<file path="config.mk">
export PLATFORM = sky130hd
export DESIGN_NAME = icg_input_change_irq
export DESIGN_NICKNAME = d
export VERILOG_FILES = /design/src/rtl/icg_pkg.sv /design/src/rtl/icg_pin_sample.sv /design/src/rtl/icg_port_watch.sv /design/src/rtl/icg_irq_merge.sv /design/src/rtl/icg_input_change_irq.sv
export SDC_FILE = /design/constraint.sdc
export NUM_CORES = 1
export LEC_CHECK = 0
export CORE_MARGIN = 1
export CORE_UTILIZATION = 49
export CTS_CLUSTER_DIAMETER = 30
export DETAILED_ROUTE_END_ITERATION = 8
export PLACE_DENSITY = 0.82
export SLEW_MARGIN = 10
export SYNTH_ARGS = -nofsm -noshare
export SYNTH_HDL_FRONTEND = slang
export SYNTH_SLANG_ARGS = --single-unit
</file>
<file path="constraint.sdc">
create_clock -name clk -period 2.9 [get_ports clk]
set_input_delay 0.435 -clock clk [delete_from_list [all_inputs] [get_ports clk]]
set_output_delay 0.435 -clock clk [all_outputs]
set_load 0.03 [all_outputs]
</file>
<file path="src/rtl/icg_pkg.sv">
package icg_pkg;

    // Snapshot update selected for one port in a given cycle.
    typedef enum logic [1:0] {
        SNAP_HOLD  = 2'd0,
        SNAP_SEED  = 2'd1,   // reset: load the live pins
        SNAP_RECAP = 2'd2    // read acknowledge: load the sampled pins
    } snap_act_e;

    // Reset wins over a read; otherwise a read recaptures.
    function automatic snap_act_e pick_snap_act(input logic rst_i, input logic rd_i);
        if (rst_i)     return SNAP_SEED;
        else if (rd_i) return SNAP_RECAP;
        else           return SNAP_HOLD;
    endfunction

endpackage

</file>
<file path="src/rtl/icg_pin_sample.sv">
module icg_pin_sample #(
    parameter int PIN_W = 16
) (
    input  logic             clk,
    input  logic [PIN_W-1:0] pin_level,
    output logic [PIN_W-1:0] pin_sync
);

    // One register stage between the live pins and the comparison logic.
    always_ff @(posedge clk) begin
        pin_sync <= pin_level;
    end

endmodule

</file>
<file path="src/rtl/icg_port_watch.sv">
module icg_port_watch
    import icg_pkg::*;
#(
    parameter int PORT_W = 8
) (
    input  logic              clk,
    input  logic              rst,
    input  logic [PORT_W-1:0] pin_raw,
    input  logic [PORT_W-1:0] pin_sync,
    input  logic [PORT_W-1:0] dir_in,
    input  logic              rd_ack,
    output logic              pend
);

    logic [PORT_W-1:0] snap_q;
    logic [PORT_W-1:0] diff_masked;
    snap_act_e         act;

    assign act         = pick_snap_act(rst, rd_ack);
    assign diff_masked = (pin_sync ^ snap_q) & dir_in;

    always_ff @(posedge clk) begin
        unique case (act)
            SNAP_SEED:  snap_q <= pin_raw;
            SNAP_RECAP: snap_q <= pin_sync;
            default:    snap_q <= snap_q;
        endcase
    end

    // A read clears this port's share at once; later mismatches
    // appear on the following edge.
    always_ff @(posedge clk) begin
        if (act != SNAP_HOLD) pend <= 1'b0;
        else                  pend <= |diff_masked;
    end

    // a read acknowledge removes this port's contribution.
    a_r5_read_clears: assert property (@(posedge clk) disable iff (rst)
        rd_ack |=> !pend);

    // the snapshot takes the sampled pins seen at the read.
    a_r5_snap_capture: assert property (@(posedge clk) disable iff (rst)
        rd_ack |=> (snap_q == $past(pin_sync)));

    // without a read the snapshot never moves, so returning pins match again.
    a_r4_snap_hold: assert property (@(posedge clk) disable iff (rst)
        !rd_ack |=> $stable(snap_q));

endmodule

</file>
<file path="src/rtl/icg_irq_merge.sv">
module icg_irq_merge #(
    parameter int NUM_PORTS = 2
) (
    input  logic [NUM_PORTS-1:0] port_pend,
    output logic                 irq_pull_low
);

    // Wired-OR of all port requests onto the one open-drain line.
    assign irq_pull_low = |port_pend;

endmodule

</file>
<file path="src/rtl/icg_input_change_irq.sv">
module icg_input_change_irq #(
    parameter int NUM_PORTS = 2,
    parameter int PORT_W    = 8
) (
    input  logic                          clk,
    input  logic                          rst,
    input  logic [NUM_PORTS*PORT_W-1:0]   pin_level,
    input  logic [NUM_PORTS*PORT_W-1:0]   dir_is_in,
    input  logic [NUM_PORTS-1:0]          rd_ack,
    output logic                          irq_pull_low
);

    localparam int PIN_W = NUM_PORTS * PORT_W;

    logic [PIN_W-1:0]     pin_sync;
    logic [NUM_PORTS-1:0] port_pend;

    icg_pin_sample #(.PIN_W(PIN_W)) u_sample (
        .clk       (clk),
        .pin_level (pin_level),
        .pin_sync  (pin_sync)
    );

    for (genvar p = 0; p < NUM_PORTS; p++) begin : g_port
        icg_port_watch #(.PORT_W(PORT_W)) u_watch (
            .clk      (clk),
            .rst      (rst),
            .pin_raw  (pin_level[p*PORT_W +: PORT_W]),
            .pin_sync (pin_sync[p*PORT_W +: PORT_W]),
            .dir_in   (dir_is_in[p*PORT_W +: PORT_W]),
            .rd_ack   (rd_ack[p]),
            .pend     (port_pend[p])
        );
    end

    icg_irq_merge #(.NUM_PORTS(NUM_PORTS)) u_merge (
        .port_pend    (port_pend),
        .irq_pull_low (irq_pull_low)
    );

    // with every pin set as output the line is released after the edge.
    a_r3_outputs_quiet: assert property (@(posedge clk) disable iff (rst)
        (dir_is_in == '0) |=> !irq_pull_low);

endmodule

</file>
---- Yosys cells after proc, flatten, opt, wreduce, memory -nomap -nowiden ----
Index checks and enable logic that the tools add are counted.
cells by class
  $add $sub $neg .......................... 0
  multiply operators ...................... 0
  divide/modulo/power cells ............... 0
  $lt $le $gt $ge ......................... 0
  eq/ne operators ......................... 4
  shifts and indexed selects .............. 0
  multiplexer cells ....................... 6
  bitwise gates (word level) .............. 4
  reductions and logical operators ........ 7
operators by type and width
  operator                                             count
  one-hot mux 8 bit (2 select lines)                   2
  bitwise AND 8 bit                                    2
  OR reduction 8 bit                                   2
  XOR 8 bit                                            2
  two-way mux 2 bit                                    4
  nonzero test 2 bit                                   4
  equality test 2 x 1 -> 1 bit, second input constant  2
  equality test 2 bit, second input constant           2
  OR reduction 2 bit                                   1
storage, ports and cells
  bits in registers ....................... 34
  bits in latches ......................... 0
  bits in writable memories ............... 0
  bits in read-only memories .............. 0
  bits of input ports ..................... 36
  output and inout port bits .............. 1
  memories kept ........................... 0

---- Logic depth before layout (Yosys ltp) ----
  depth after elaboration ................. 4
  gate-level depth with buffers ........... 4
  depth with buffers taken out ............ 4

---- By module ----
Synthesis repeated with hierarchy kept, for this count alone.
second synthesis, totals
  cells, all modules ...................... 83
  area, all modules ....................... 1292.5 µm²
modules (own cells, without submodules)
  module          instances  cells an instance  area each (µm²)  seq. area each (µm²)
  icg_port_watch  2          33                 483.0            260.2
  icg_pin_sample  1          16                 320.3            320.3
  icg_irq_merge   1          1                  6.3              0.0

---- Worst setup path before layout ----
No wires, ideal clock.
  path type ............................... input -> register
  start ................................... input port rd_ack[0]
  end ..................................... register g_port[0].u_watch.snap_q[0], data pin
  library setup time ...................... 260 ps
  arrival ................................. 1044 ps
  required time ........................... 2640 ps
  path slack .............................. 1597 ps
  stages on the path ...................... 3
  path through ............................ nor2b_1 > buf_2 > mux2_2
on the way
  cells in the longest elaborated chain, start to end .. 4
  elaborated cells between the ends (all ways) .. 5
ends and longest elaborated chain
  element                                                              line                       RTL
  from (decl)                                                          icg_input_change_irq.sv:9  input logic [NUM_PORTS-1:0] rd_ack,
  two-way mux 2 bit *                                                  icg_pkg.sv:13              else if (rd_i) return SNAP_RECAP;
  two-way mux 2 bit *                                                  icg_pkg.sv:12              if (rst_i) return SNAP_SEED;
  equality test 2 bit or equality test 2 x 1 -> 1 bit (tied branches)  icg_port_watch.sv:23       unique case (act)
  one-hot mux 8 bit (2 select lines) *                                 icg_port_watch.sv:23
  to (signal assigned)                                                 icg_port_watch.sv:24       SNAP_SEED: snap_q <= pin_raw;
  to (signal assigned)                                                 icg_port_watch.sv:25       SNAP_RECAP: snap_q <= pin_sync;
  to (signal assigned)                                                 icg_port_watch.sv:26       default: snap_q <= snap_q;
  to (decl)                                                            icg_port_watch.sv:15       logic [PORT_W-1:0] snap_q;
Every way passes the cells marked *; elsewhere a longest branch is shown, timed or not.
A chain may end at the register's enable or synchronous reset.

---- Worst setup path in the final report ----
  start ................................... register g_port[1].u_watch.pend
  end ..................................... output port irq_pull_low
on the way
  cells in the longest elaborated chain, start to end .. 1
ends and longest elaborated chain
  element                 line                        RTL
  from (decl)             icg_port_watch.sv:12        output logic pend
  from (signal assigned)  icg_port_watch.sv:34        else pend <= |diff_masked;
  OR reduction 2 bit      icg_irq_merge.sv:9          assign irq_pull_low = |port_pend;
  to (decl)               icg_input_change_irq.sv:10  output logic irq_pull_low
Every way passes these cells.

==> metrics <==
CTS max path bufs=2; initial DRC count=8; syn nets=between 100 and 150; H-tree levels=2; critical path class=flip-flop to primary output; core area=between 2000 and 2500 um2; die height=~53 um; leakage=roughly 0.66 nW; DIE WIDTH=approximately 53 um; row count=18; worst setup margin=~990 ps; Initial Util=~52%; outcome=completed; Setup TNS=0 ps; pre-CTS WS=between 700 and 800 ps; # resized after CTS=0; sequential area share after synthesis=between 60 and 70%; flops & latches, synth=34; drt total wl=2.03 mm; Hold Fails Final Rpt=0; PwrDens=531 nW/um2; Syn Area/Cell=15.6 um2; nets@finish=160; endpoint class of the critical path=primary output; Tmin final=between 1500 and 2000 ps; post-CTS setup buffer count=0; Synth cell types=12; Max Cap Viol=0; I/O pin total=37; skew final=approximately 10 ps; maximum vdd drop=~0.42 mV; Worst-Margin Slew=667 ps; Startpoint Class=flip-flop; reg2reg setup slack=1710 ps; # hold bufs at CTS=0; CTS tree=yes; Ant. Diodes=0; vias in the first global route=between 700 and 800; YS warnings=0; later-pin clock latency in the skew report=about 320 ps; total grt overflow=0; Area Growth Syn to Fin=33.8%; drt drc=0; CTS Buf Count=5; Detailed Routing Iterations Pass 1=3; RSZ-0062 raised after global routing=false; first-pass GRT wire length=3.11 mm; routed vias/inst=4.97; Slew Viols, Final=0; Period Utilization, post-route=between 60% and 70%; antenna violations before repair=0; GR Util All Layers=16.6%; CP Data Arrival Time=between 1000 and 1500 ps; antenna viol nets, final=0; Final HPWL DP=between 1.5 and 2 mm; Final setup violation count=0; layout cells sized above 1=between 20 and 25%; CTS Sinks=34; dpl cells=~150; final hold slack=574 ps; WP data required=2470 ps; largest net degree at the start of global routing=11; Fmax achieved=525 MHz; Mapped Cells=83; CP Max Fanout=1; via count=between 700 and 800; FILL cells=approximately 190; die footprint=about 2800 um2; Avg WL per Cell=13.1 um; hold crit path type=input pin to flip-flop; fin cells=approximately 160; relative slew slack=between 50% and 60%; synthesized cell area=1290 um2; PortBufs=36; CTS clk-pin slew, worst paths=about 100 ps; Root Driver=clkbuf_4; RePlAce Congestion=roughly 0.67
==> critical path, stage by stage (launching register included) <==
cell and delay, ps:
dfxtp_1 300, or2_2 270, clkdlybuf4s50_1 590
==> synth_stat cells <==
master,instances,share of area (%)
edfxtp_1,16,37
a22o_1,2,1.4
nor2b_1,1,0.48
buf_2,2,0.77
a221oi_2,2,2.3
a31oi_1,2,0.97
xor2_1,16,11
mux2_2,16,14
nand2b_1,1,0.48
or2_2,3,1.5
a22oi_1,4,2.3
dfxtp_1,18,28
==> final timing paths <==
check	start	endpoint	cells after the start
hold / removal	pin_level[10]	u_sample.pin_sync[10]$_DFF_P_	1
hold reg to reg	u_sample.pin_sync[8]$_DFF_P_	g_port[1].u_watch.snap_q[0]$_DFFE_PP_	1
setup / recovery	g_port[1].u_watch.pend$_SDFF_PP0_	irq_pull_low	2
setup reg to reg	g_port[1].u_watch.snap_q[6]$_DFFE_PP_	g_port[1].u_watch.pend$_SDFF_PP0_	4
==> area by class of cell <==
cell class                 instances  area, um2  share of cell area, %
tap                               30       37.5                   2.17
clock buffer                       8       48.8                   2.82
timing repair buffer              36        360                   20.8
sequential                        34        841                   48.6
multi-input combinational         47        442                   25.5
==> registers in the layout, indices dropped and copies added (netlist names) <==
| signal | count |
|---|---|
| g_port.u_watch.pend | 2 |
| g_port.u_watch.snap_q | 16 |
| u_sample.pin_sync | 16 |
==> kinds of logic after synthesis <==
group	Yosys count	synth area share (%)
compound gates	10	6.97
xor+xnor	16	10.8
buf+inv	2	0.774
flops	34	65.1
mux	16	13.9
simple gates	5	2.42
==> per-layer routing <==
| metal | GRT usage [%] | up-vias | share of wire, % | wire length [um] |
|---|---|---|---|---|
| met5 | 0 | - | 0 | 0 |
| met4 | 10.5 | 0 | 1.5 | 31 |
| met3 | 6.03 | 5 | 4.7 | 96 |
| met2 | 27.7 | 20 | 52 | 1060 |
| met1 | 17.5 | 357 | 41 | 839 |
| li1 | - | 388 | - | - |
==> layout by cell type, fill, tap and decap left out <==
master	count
mux2_2	16
clkbuf_4	5
a31oi_1	2
nor2b_1	1
xor2_1	16
nand2b_1	1
a22o_1	2
or2_2	3
a22oi_1	4
edfxtp_1	16
dfxtp_1	18
clkbuf_1	3
clkdlybuf4s50_1	36
a221oi_2	2
==> per-stage QoR <==
step           total power (W)  area [um2]  util (%)
3_5_place_dp          0.000698        1680      67.8
3_3_place_gp          0.000691        1680      67.8
4_1_cts               0.000931        1730      69.8
2_1_floorplan         0.000630        1290         -
5_1_grt               0.000960        1730      69.8
6_report              0.000917        1730      69.8
==> report_power, final <==
| part | leakage [nW] | switching [W] | internal (W) | total [W] |
|---|---|---|---|---|
| Sequential | 0.315 | 0.0000163 | 0.000540 | 0.000556 |
| Combinational | 0.314 | 0.0000432 | 0.0000850 | 0.000128 |
| Clock | 0.0265 | 0.000136 | 0.0000966 | 0.000233 |
| Total | 0.656 | 0.000196 | 0.000722 | 0.000917 |
(Power assumes the default switching activity.)
